## src/rtl/fcmp_pkg.sv

```systemverilog
package fcmp_pkg;
    typedef logic [3:0] ccode_t;
    localparam ccode_t CC_LT = 4'b1000;
    localparam ccode_t CC_GT = 4'b0100;
    localparam ccode_t CC_EQ = 4'b0010;
    localparam ccode_t CC_UN = 4'b0001;
endpackage

```

## src/rtl/fcmp_lane_mux.sv

```systemverilog
module fcmp_lane_mux #(
    parameter int LANE_W = 32
) (
    input  logic [2*LANE_W-1:0] a_in,
    input  logic [2*LANE_W-1:0] b_in,
    input  logic                lane,
    output logic [LANE_W-1:0]   a_out,
    output logic [LANE_W-1:0]   b_out
);
    always_comb begin
        if (lane) begin
            a_out = a_in[2*LANE_W-1:LANE_W];
            b_out = b_in[2*LANE_W-1:LANE_W];
        end else begin
            a_out = a_in[LANE_W-1:0];
            b_out = b_in[LANE_W-1:0];
        end
    end
endmodule

```

## src/rtl/fcmp_core.sv

```systemverilog
module fcmp_core
    import fcmp_pkg::*;
#(
    parameter int EXP_W  = 11,
    parameter int FRAC_W = 52
) (
    input  logic [EXP_W+FRAC_W:0] a,
    input  logic [EXP_W+FRAC_W:0] b,
    output ccode_t                code,
    output logic                  any_nan,
    output logic                  any_snan
);
    localparam int MAG_W = EXP_W + FRAC_W;

    logic [MAG_W-1:0] a_mag, b_mag;
    logic a_sign, b_sign, a_nan, b_nan, a_sn, b_sn, a_zero, b_zero;
    logic mag_less;

    always_comb begin
        a_sign = a[MAG_W];
        b_sign = b[MAG_W];
        a_mag  = a[MAG_W-1:0];
        b_mag  = b[MAG_W-1:0];
        a_nan  = (&a[MAG_W-1:FRAC_W]) && (|a[FRAC_W-1:0]);
        b_nan  = (&b[MAG_W-1:FRAC_W]) && (|b[FRAC_W-1:0]);
        a_sn   = a_nan && !a[FRAC_W-1];
        b_sn   = b_nan && !b[FRAC_W-1];
        a_zero = ~|a_mag;
        b_zero = ~|b_mag;
        mag_less = a_mag < b_mag;
        any_nan  = a_nan || b_nan;
        any_snan = a_sn || b_sn;

        if (any_nan)
            code = CC_UN;
        else if (a_zero && b_zero)
            code = CC_EQ;
        else if (a_sign != b_sign)
            code = a_sign ? CC_LT : CC_GT;
        else if (a_mag == b_mag)
            code = CC_EQ;
        else if (mag_less ^ a_sign)
            code = CC_LT;
        else
            code = CC_GT;
    end
endmodule

```

## src/rtl/fcmp_unit.sv

```systemverilog
module fcmp_unit
    import fcmp_pkg::*;
#(
    parameter int NFIELDS = 8,
    parameter int DP_EXP  = 11,
    parameter int DP_FRAC = 52,
    parameter int SP_EXP  = 8,
    parameter int SP_FRAC = 23
) (
    input  logic                        clk,
    input  logic                        rst_n,
    input  logic                        req_valid,
    input  logic [DP_EXP+DP_FRAC:0]     op_a,
    input  logic [DP_EXP+DP_FRAC:0]     op_b,
    input  logic                        ordered,
    input  logic                        inv_enable,
    input  logic                        single_mode,
    input  logic                        lane_sel,
    input  logic [$clog2(NFIELDS)-1:0]  dest_sel,
    output logic [NFIELDS*4-1:0]        cond_reg,
    output logic [3:0]                  fp_cc,
    output logic                        sticky_snan,
    output logic                        sticky_cmp_inv,
    output logic                        sticky_inv_sum,
    output logic                        sticky_exc_sum
);
    localparam int DP_W = 1 + DP_EXP + DP_FRAC;
    localparam int SP_W = 1 + SP_EXP + SP_FRAC;
    localparam int CR_W = NFIELDS * 4;

    typedef struct packed {
        logic [CR_W-1:0] cr;
        ccode_t          cc;
        logic            snan;
        logic            cvi;
        logic            inv;
        logic            exc;
    } state_t;

    state_t st_d, st_q;

    logic [SP_W-1:0] sa, sb;
    ccode_t dp_code, sp_code, sel_code;
    logic dp_nan, dp_snan, sp_nan, sp_snan, sel_nan, sel_snan;

    fcmp_lane_mux #(.LANE_W(SP_W)) u_lane (
        .a_in(op_a), .b_in(op_b), .lane(lane_sel), .a_out(sa), .b_out(sb)
    );

    fcmp_core #(.EXP_W(DP_EXP), .FRAC_W(DP_FRAC)) u_dp (
        .a(op_a), .b(op_b), .code(dp_code), .any_nan(dp_nan), .any_snan(dp_snan)
    );

    fcmp_core #(.EXP_W(SP_EXP), .FRAC_W(SP_FRAC)) u_sp (
        .a(sa), .b(sb), .code(sp_code), .any_nan(sp_nan), .any_snan(sp_snan)
    );

    always_comb begin
        sel_code = single_mode ? sp_code : dp_code;
        sel_nan  = single_mode ? sp_nan  : dp_nan;
        sel_snan = single_mode ? sp_snan : dp_snan;

        st_d = st_q;
        if (req_valid) begin
            for (int k = 0; k < NFIELDS; k++) begin
                if (dest_sel == k[$clog2(NFIELDS)-1:0])
                    st_d.cr[(NFIELDS-1-k)*4 +: 4] = sel_code;
            end
            st_d.cc = sel_code;
            if (sel_snan) begin
                st_d.snan = 1'b1;
                if (ordered && inv_enable)
                    st_d.cvi = 1'b1;
            end else if (sel_nan && ordered) begin
                st_d.cvi = 1'b1;
            end
            st_d.inv = st_q.inv | st_d.cvi;
            st_d.exc = st_q.exc | st_d.inv;
        end
    end

    always_ff @(posedge clk or negedge rst_n) begin
        if (!rst_n)
            st_q <= '0;
        else
            st_q <= st_d;
    end

    assign cond_reg       = st_q.cr;
    assign fp_cc          = st_q.cc;
    assign sticky_snan    = st_q.snan;
    assign sticky_cmp_inv = st_q.cvi;
    assign sticky_inv_sum = st_q.inv;
    assign sticky_exc_sum = st_q.exc;


    cc_onehot_chk: assert property (@(posedge clk) disable iff (!rst_n)
        req_valid |=> $onehot(fp_cc));

    field_write_chk: assert property (@(posedge clk) disable iff (!rst_n)
        req_valid |=> (cond_reg[(NFIELDS-1-int'($past(dest_sel)))*4 +: 4] == fp_cc));

    snan_sticky_chk: assert property (@(posedge clk) disable iff (!rst_n)
        sticky_snan |=> sticky_snan);

    summary_chain_chk: assert property (@(posedge clk) disable iff (!rst_n)
        (sticky_cmp_inv |-> sticky_inv_sum) and (sticky_inv_sum |-> sticky_exc_sum));

    unord_no_cvi_chk: assert property (@(posedge clk) disable iff (!rst_n)
        (req_valid && !ordered) |=> $stable(sticky_cmp_inv));

    idle_hold_chk: assert property (@(posedge clk) disable iff (!rst_n)
        !req_valid |=> ($stable(cond_reg) && $stable(fp_cc) && $stable(sticky_exc_sum)));

    sp_width_chk: assert property (@(posedge clk) disable iff (!rst_n)
        1'b1 |-> (DP_W == 2 * SP_W));
endmodule

```

## config.mk

```make
export PLATFORM = sky130hd
export DESIGN_NAME = fcmp_unit
export DESIGN_NICKNAME = d
export VERILOG_FILES = /design/src/rtl/fcmp_pkg.sv /design/src/rtl/fcmp_lane_mux.sv /design/src/rtl/fcmp_core.sv /design/src/rtl/fcmp_unit.sv
export SDC_FILE = /design/constraint.sdc
export NUM_CORES = 1
export LEC_CHECK = 0
export BUFFER_PORTS_ARGS = -buffer_cell sky130_fd_sc_hd__buf_2
export CAP_MARGIN = 10
export CORE_ASPECT_RATIO = 1.5
export CORE_MARGIN = 2
export CORE_UTILIZATION = 48
export CTS_CLUSTER_SIZE = 30
export DETAILED_ROUTE_END_ITERATION = 8
export HOLD_SLACK_MARGIN = 0.05
export PLACE_DENSITY_LB_ADDON = 0.3
export SLEW_MARGIN = 10
export SYNTH_ARGS = -nofsm -noshare
export SYNTH_HDL_FRONTEND = slang
export SYNTH_SLANG_ARGS = --single-unit
```

## constraint.sdc

```tcl
create_clock -name clk -period 0.8 [get_ports clk]
set_clock_uncertainty 0.1 [all_clocks]
set_input_delay 0.04 -clock clk [delete_from_list [all_inputs] [get_ports clk]]
set_output_delay 0.04 -clock clk [all_outputs]
set_load 0.05 [all_outputs]
```

==> impl_metrics.ini, run 1 <==
[synthesis]
yosys_warnings = 0
synth_cells = 676
syn_avg_cell_area_um2 = 8.04
synthArstFlopShare = 1.00
synthDistinctLibCells = 62
seq_area_frac_synth = 0.184
synth_ff_type = dfrtp_1
netlist_area_mm2 = 0.00544
synth_seq_cells = 40
synth_nets = 908
synth-edff-count = 0

[clock_network]
cts-root-buf = clkbuf_16
clockBufferDepth = 2
numCtsBuffers = 5
cts.sinks = 40
h-tree-depth = 2

[run_status]
status = aborted with a tool error
error = [ERROR DPL-0038] Utilization greater than 100%, impossible to legalize
haltStage = global routing

[sta]
worst_endpoint = cond_reg[17]$_DFFE_PN0P_/D
worst-ep-kind = register input

[floorplanning]
fp-row-count = 47
die_h_um = 134
initial_core_util = 0.492
fp.dieW_um = 90.9
num_io_pins = 178

[global_route]
grt_max_degree = 35

[placed_design]
gp_congestion = 1.05
io_buffer_count = 177
dpl.cell_count = 1211
dp_hpwl_um = 21400
## repair_timing
action,CTS
hold endpoints to repair,40
resized for setup,171
cloned,3
setup endpoints to repair,80
pin swaps,35
setup buffers,33
hold buffers,1
## cell families after synthesis
logic type	count (synthesis)	share of synthesized area
adders and majority gates	94	0.216
DFF	40	0.184
AOI/OAI and AO/OA	148	0.174
muxes	65	0.127
and+or+nand+nor	239	0.234
buffers and inverters	90	0.0647
## cell usage after synthesis, types with 5 or more instances
cell	number	share of area
inv_1	77	0.053
nand2b_1	6	0.0069
nand3_1	23	0.021
o211ai_1	5	0.0069
o21ai_1	9	0.0083
a211o_1	5	0.0081
a21oi_1	43	0.040
o21ai_0	26	0.024
nor3_1	16	0.015
mux2_2	27	0.056
nand2_1	57	0.039
nand4_1	32	0.037
nor2_1	38	0.026
ha_1	94	0.22
nor4_1	36	0.041
mux2i_1	36	0.066
a211oi_1	6	0.0083
and4_1	7	0.011
a31oi_1	21	0.024
dfrtp_1	40	0.18
## per-stage QoR
| step | worst slack, ns | hold slack, ns | utilization | setup TNS (ns) | instance area, um2 |
|---|---|---|---|---|---|
| 2_1_floorplan | -1.97 | -0.356 | - | -62.62 | 5600 |
| 3_3_place_gp | -2.10 | -0.219 | 0.751 | -79.47 | 8300 |
| 3_5_place_dp | -2.30 | -0.213 | 0.751 | -82.44 | 8300 |
| 4_1_cts | -1.64 | 0.0394 | 0.860 | -65.16 | 9510 |
==> run 2: changes to the inputs <==
--- a/config.mk
+++ b/config.mk
@@ -7,13 +7,10 @@
 export LEC_CHECK = 0
 export BUFFER_PORTS_ARGS = -buffer_cell sky130_fd_sc_hd__buf_2
 export CAP_MARGIN = 10
-export CORE_ASPECT_RATIO = 1.5
 export CORE_MARGIN = 2
-export CORE_UTILIZATION = 48
-export CTS_CLUSTER_SIZE = 30
+export CORE_UTILIZATION = 33
 export DETAILED_ROUTE_END_ITERATION = 8
-export HOLD_SLACK_MARGIN = 0.05
-export PLACE_DENSITY_LB_ADDON = 0.3
+export PLACE_DENSITY_LB_ADDON = 0.15
 export SLEW_MARGIN = 10
 export SYNTH_ARGS = -nofsm -noshare
 export SYNTH_HDL_FRONTEND = slang
==> constraint.sdc (replaced) <==
create_clock -name clk -period 1 [get_ports clk]
set_clock_uncertainty 0.1 [all_clocks]
set_input_delay 0.05 -clock clk [delete_from_list [all_inputs] [get_ports clk]]
set_output_delay 0.05 -clock clk [all_outputs]
set_load 0.05 [all_outputs]
==> impl_metrics.ini, run 2 <==
[clock_network]
h-tree-depth = 2
clockBufferDepth = 2
numCtsBuffers = 5
insertion_delay_ns = 0.28
cts-root-buf = clkbuf_16
cts.sinks = 40
cts_tree = yes
clk_pin_slew_ns = 0.06

[final_layout]
drive_gt1_frac = 0.506
final-seq-area_mm2 = 0.00100
final_common_cell = buf_4
area_growth_pct = 79.0
final_cell_mix = 209 x buf_4, 133 x buf_2, 82 x ha_1, 76 x inv_1, 69 x buf_6
diodes = 0
layout.nets = 1324
stdcell_count = 1309
multi_input_area_mm2 = 0.00483
utilization = 0.608
nFillCells = 1474
largest_reg_flops = 32

[drt]
antenna_left = 0
via_per_inst = 5.29
wl_per_cell_um = 17.7
vias = 6921
remaining_drc_errors = 0
postRouteWirelength_um = 23200
firstDrtPassIters = 5
drt_iter0_drc = 356

[sta]
min_period_over_period = 2.43
max_freq_ghz = 0.412
maxSlewViolCount = 0
relSlewSlack = 0.683
setup_viol = 46
period_minus_slack_ns = 2.43
fin_setup_tns_ns = -50.10
final-hold-violation-count = 0
worst_pin_slew_ns = 0.473
setup_slack_ns = -1.43
rsz0062_at_grt = yes

[critical_path]
crit_family = simple AND/OR/NAND/NOR gates
slowest_delay_ns = 0.43
path_cells = buf_16 > buf_12 > buf_12 > mux2i_4 > ha_4 > nand4_1 > nor4_4 > nand2_2 > nor3b_2 > a21oi_2 > o41a_1 > o21ai_1
arrival_ns = 2.53
worst-endpoint-required_ns = 1.11
start_kind = primary input
cp_max_fo = 7
path_buf_inv = 3
crit_path_end_kind = register
slowest_stage = o41a_1
cpMostUsedCell = buf_12
path_class = in -> reg

[global_route]
grt_pass1_vias = 6949
grt.total_usage = 0.257
overflow = 0
grt_pass1_wl_um = 36200
grt_antenna_before_repair = 0
grt_max_degree = 41

[synthesis]
synth_common_cells = 94 x ha_1, 77 x inv_1, 57 x nand2_1
yosys_warnings = 0
netlist_area_mm2 = 0.00544
synthArstFlopShare = 1.00
synth_seq_cells = 40
synth_nets = 908
synth_cells = 676
synth-edff-count = 0
syn_avg_cell_area_um2 = 8.04
synth_area_leaders = ha_1 22%, dfrtp_1 18%, mux2i_1 6.6%
synthDistinctLibCells = 62
synth_top_area_frac = 0.216
synth_ff_type = dfrtp_1
seq_area_frac_synth = 0.184
yosysMostFrequentCell = ha_1
synth_area_leader_cell = ha_1

[placed_design]
dp_hpwl_um = 18700
io_buffer_count = 177
place_worst_setup_slack_ns = -1.96
gp_congestion = 0.945
dpl.cell_count = 1258

[power]
total_power_mw = 8.88
power_leakage_nw = 4.77
p_per_area_mw_per_mm2 = 912
ir_drop_v = 0.000735

[run_status]
status = finished with violations
violations = negative setup slack

[floorplanning]
fp-row-count = 46
initial_core_util = 0.340
core_mm2 = 0.0160
num_io_pins = 178
die_h_um = 132
design.die.area_mm2 = 0.0175
fp.dieW_um = 132

[flow_run]
maxCapViolCount = 0

[min_path]
min_path_type = in -> reg
[run 2: cell counts after synthesis]
No cell type changed its count.
[run 2: timing repair]
item / CTS / global route
buffers inserted: 16 / 26
gates cloned: 4 / 0
endpoints found under the setup margin: 80 / 76
hold buffers: 1 / 0
endpoints found under the hold margin: 40 / 0
pin swaps: 22 / 21
gates resized for setup: 180 / 70
[run 2: final timing paths]
check,startpoint,to,slack (ns),depth (start not counted)
min in group asynchronous,rst_n,cond_reg[16],0.18,3
setup / recovery,lane_sel,cond_reg[25],-1.43,12
max in group asynchronous,rst_n,sticky_cmp_inv,0.43,3
hold reg to reg,cond_reg[17],cond_reg[17],0.41,2
hold / removal,dest_sel[2],cond_reg[0],0.07,3
setup reg to reg,sticky_inv_sum,sticky_inv_sum,0.08,3
[run 2: metal layers]
layer / part of all wire / vias to the layer above / global-route usage / routed length (um)
met5: 0 / - / 0 / 0
met4: 0.035 / 0 / 0.0836 / 822
met2: 0.47 / 235 / 0.427 / 10900
met3: 0.051 / 65 / 0.0327 / 1170
li1: - / 3409 / - / -
met1: 0.44 / 3212 / 0.346 / 10300
[run 2: logic make-up after synthesis]
family          share of synthesized area
compound gates                      0.174
fa+ha+maj                           0.216
buf+inv                            0.0647
flops                               0.184
mux                                 0.127
simple gates                        0.234
[run 2: tightest hold or removal path, delay by kind of cell]
| kind | cells | cell delay (ns) |
|---|---|---|
| AO/OA/AOI/OAI | 1 | 0.07 |
| buffers and inverters | 1 | 0.12 |
| AND/OR/NAND/NOR | 1 | 0.17 |
[run 2: cell type report]
class / instances / share of cell area
multi-input combinational: 547 / 0.496
timing repair buffer: 420 / 0.327
sequential: 40 / 0.103
inverter: 78 / 0.0306
tap: 216 / 0.0278
clock buffer: 7 / 0.0147
clock inverter: 1 / 0.000771
[run 2: report_power, final]
part	leakage [nW]	total, mW	switching (mW)	internal, mW
Sequential	0.479	2.03	0.179	1.85
Combinational	4.22	5.22	2.80	2.42
Clock	0.0701	1.63	0.635	0.993
[run 2: metrics by stage]
| step | hold slack, ns | instance area (um2) |
|---|---|---|
| after global routing | 0.110 | 9730 |
| after detailed placement | -0.0620 | 8190 |
| after floorplan | -0.346 | 5600 |
| after global placement | -0.0637 | 8190 |
| final | 0.0727 | 9730 |
| after CTS | 0.0428 | 9210 |
(Power assumes the default switching activity.)
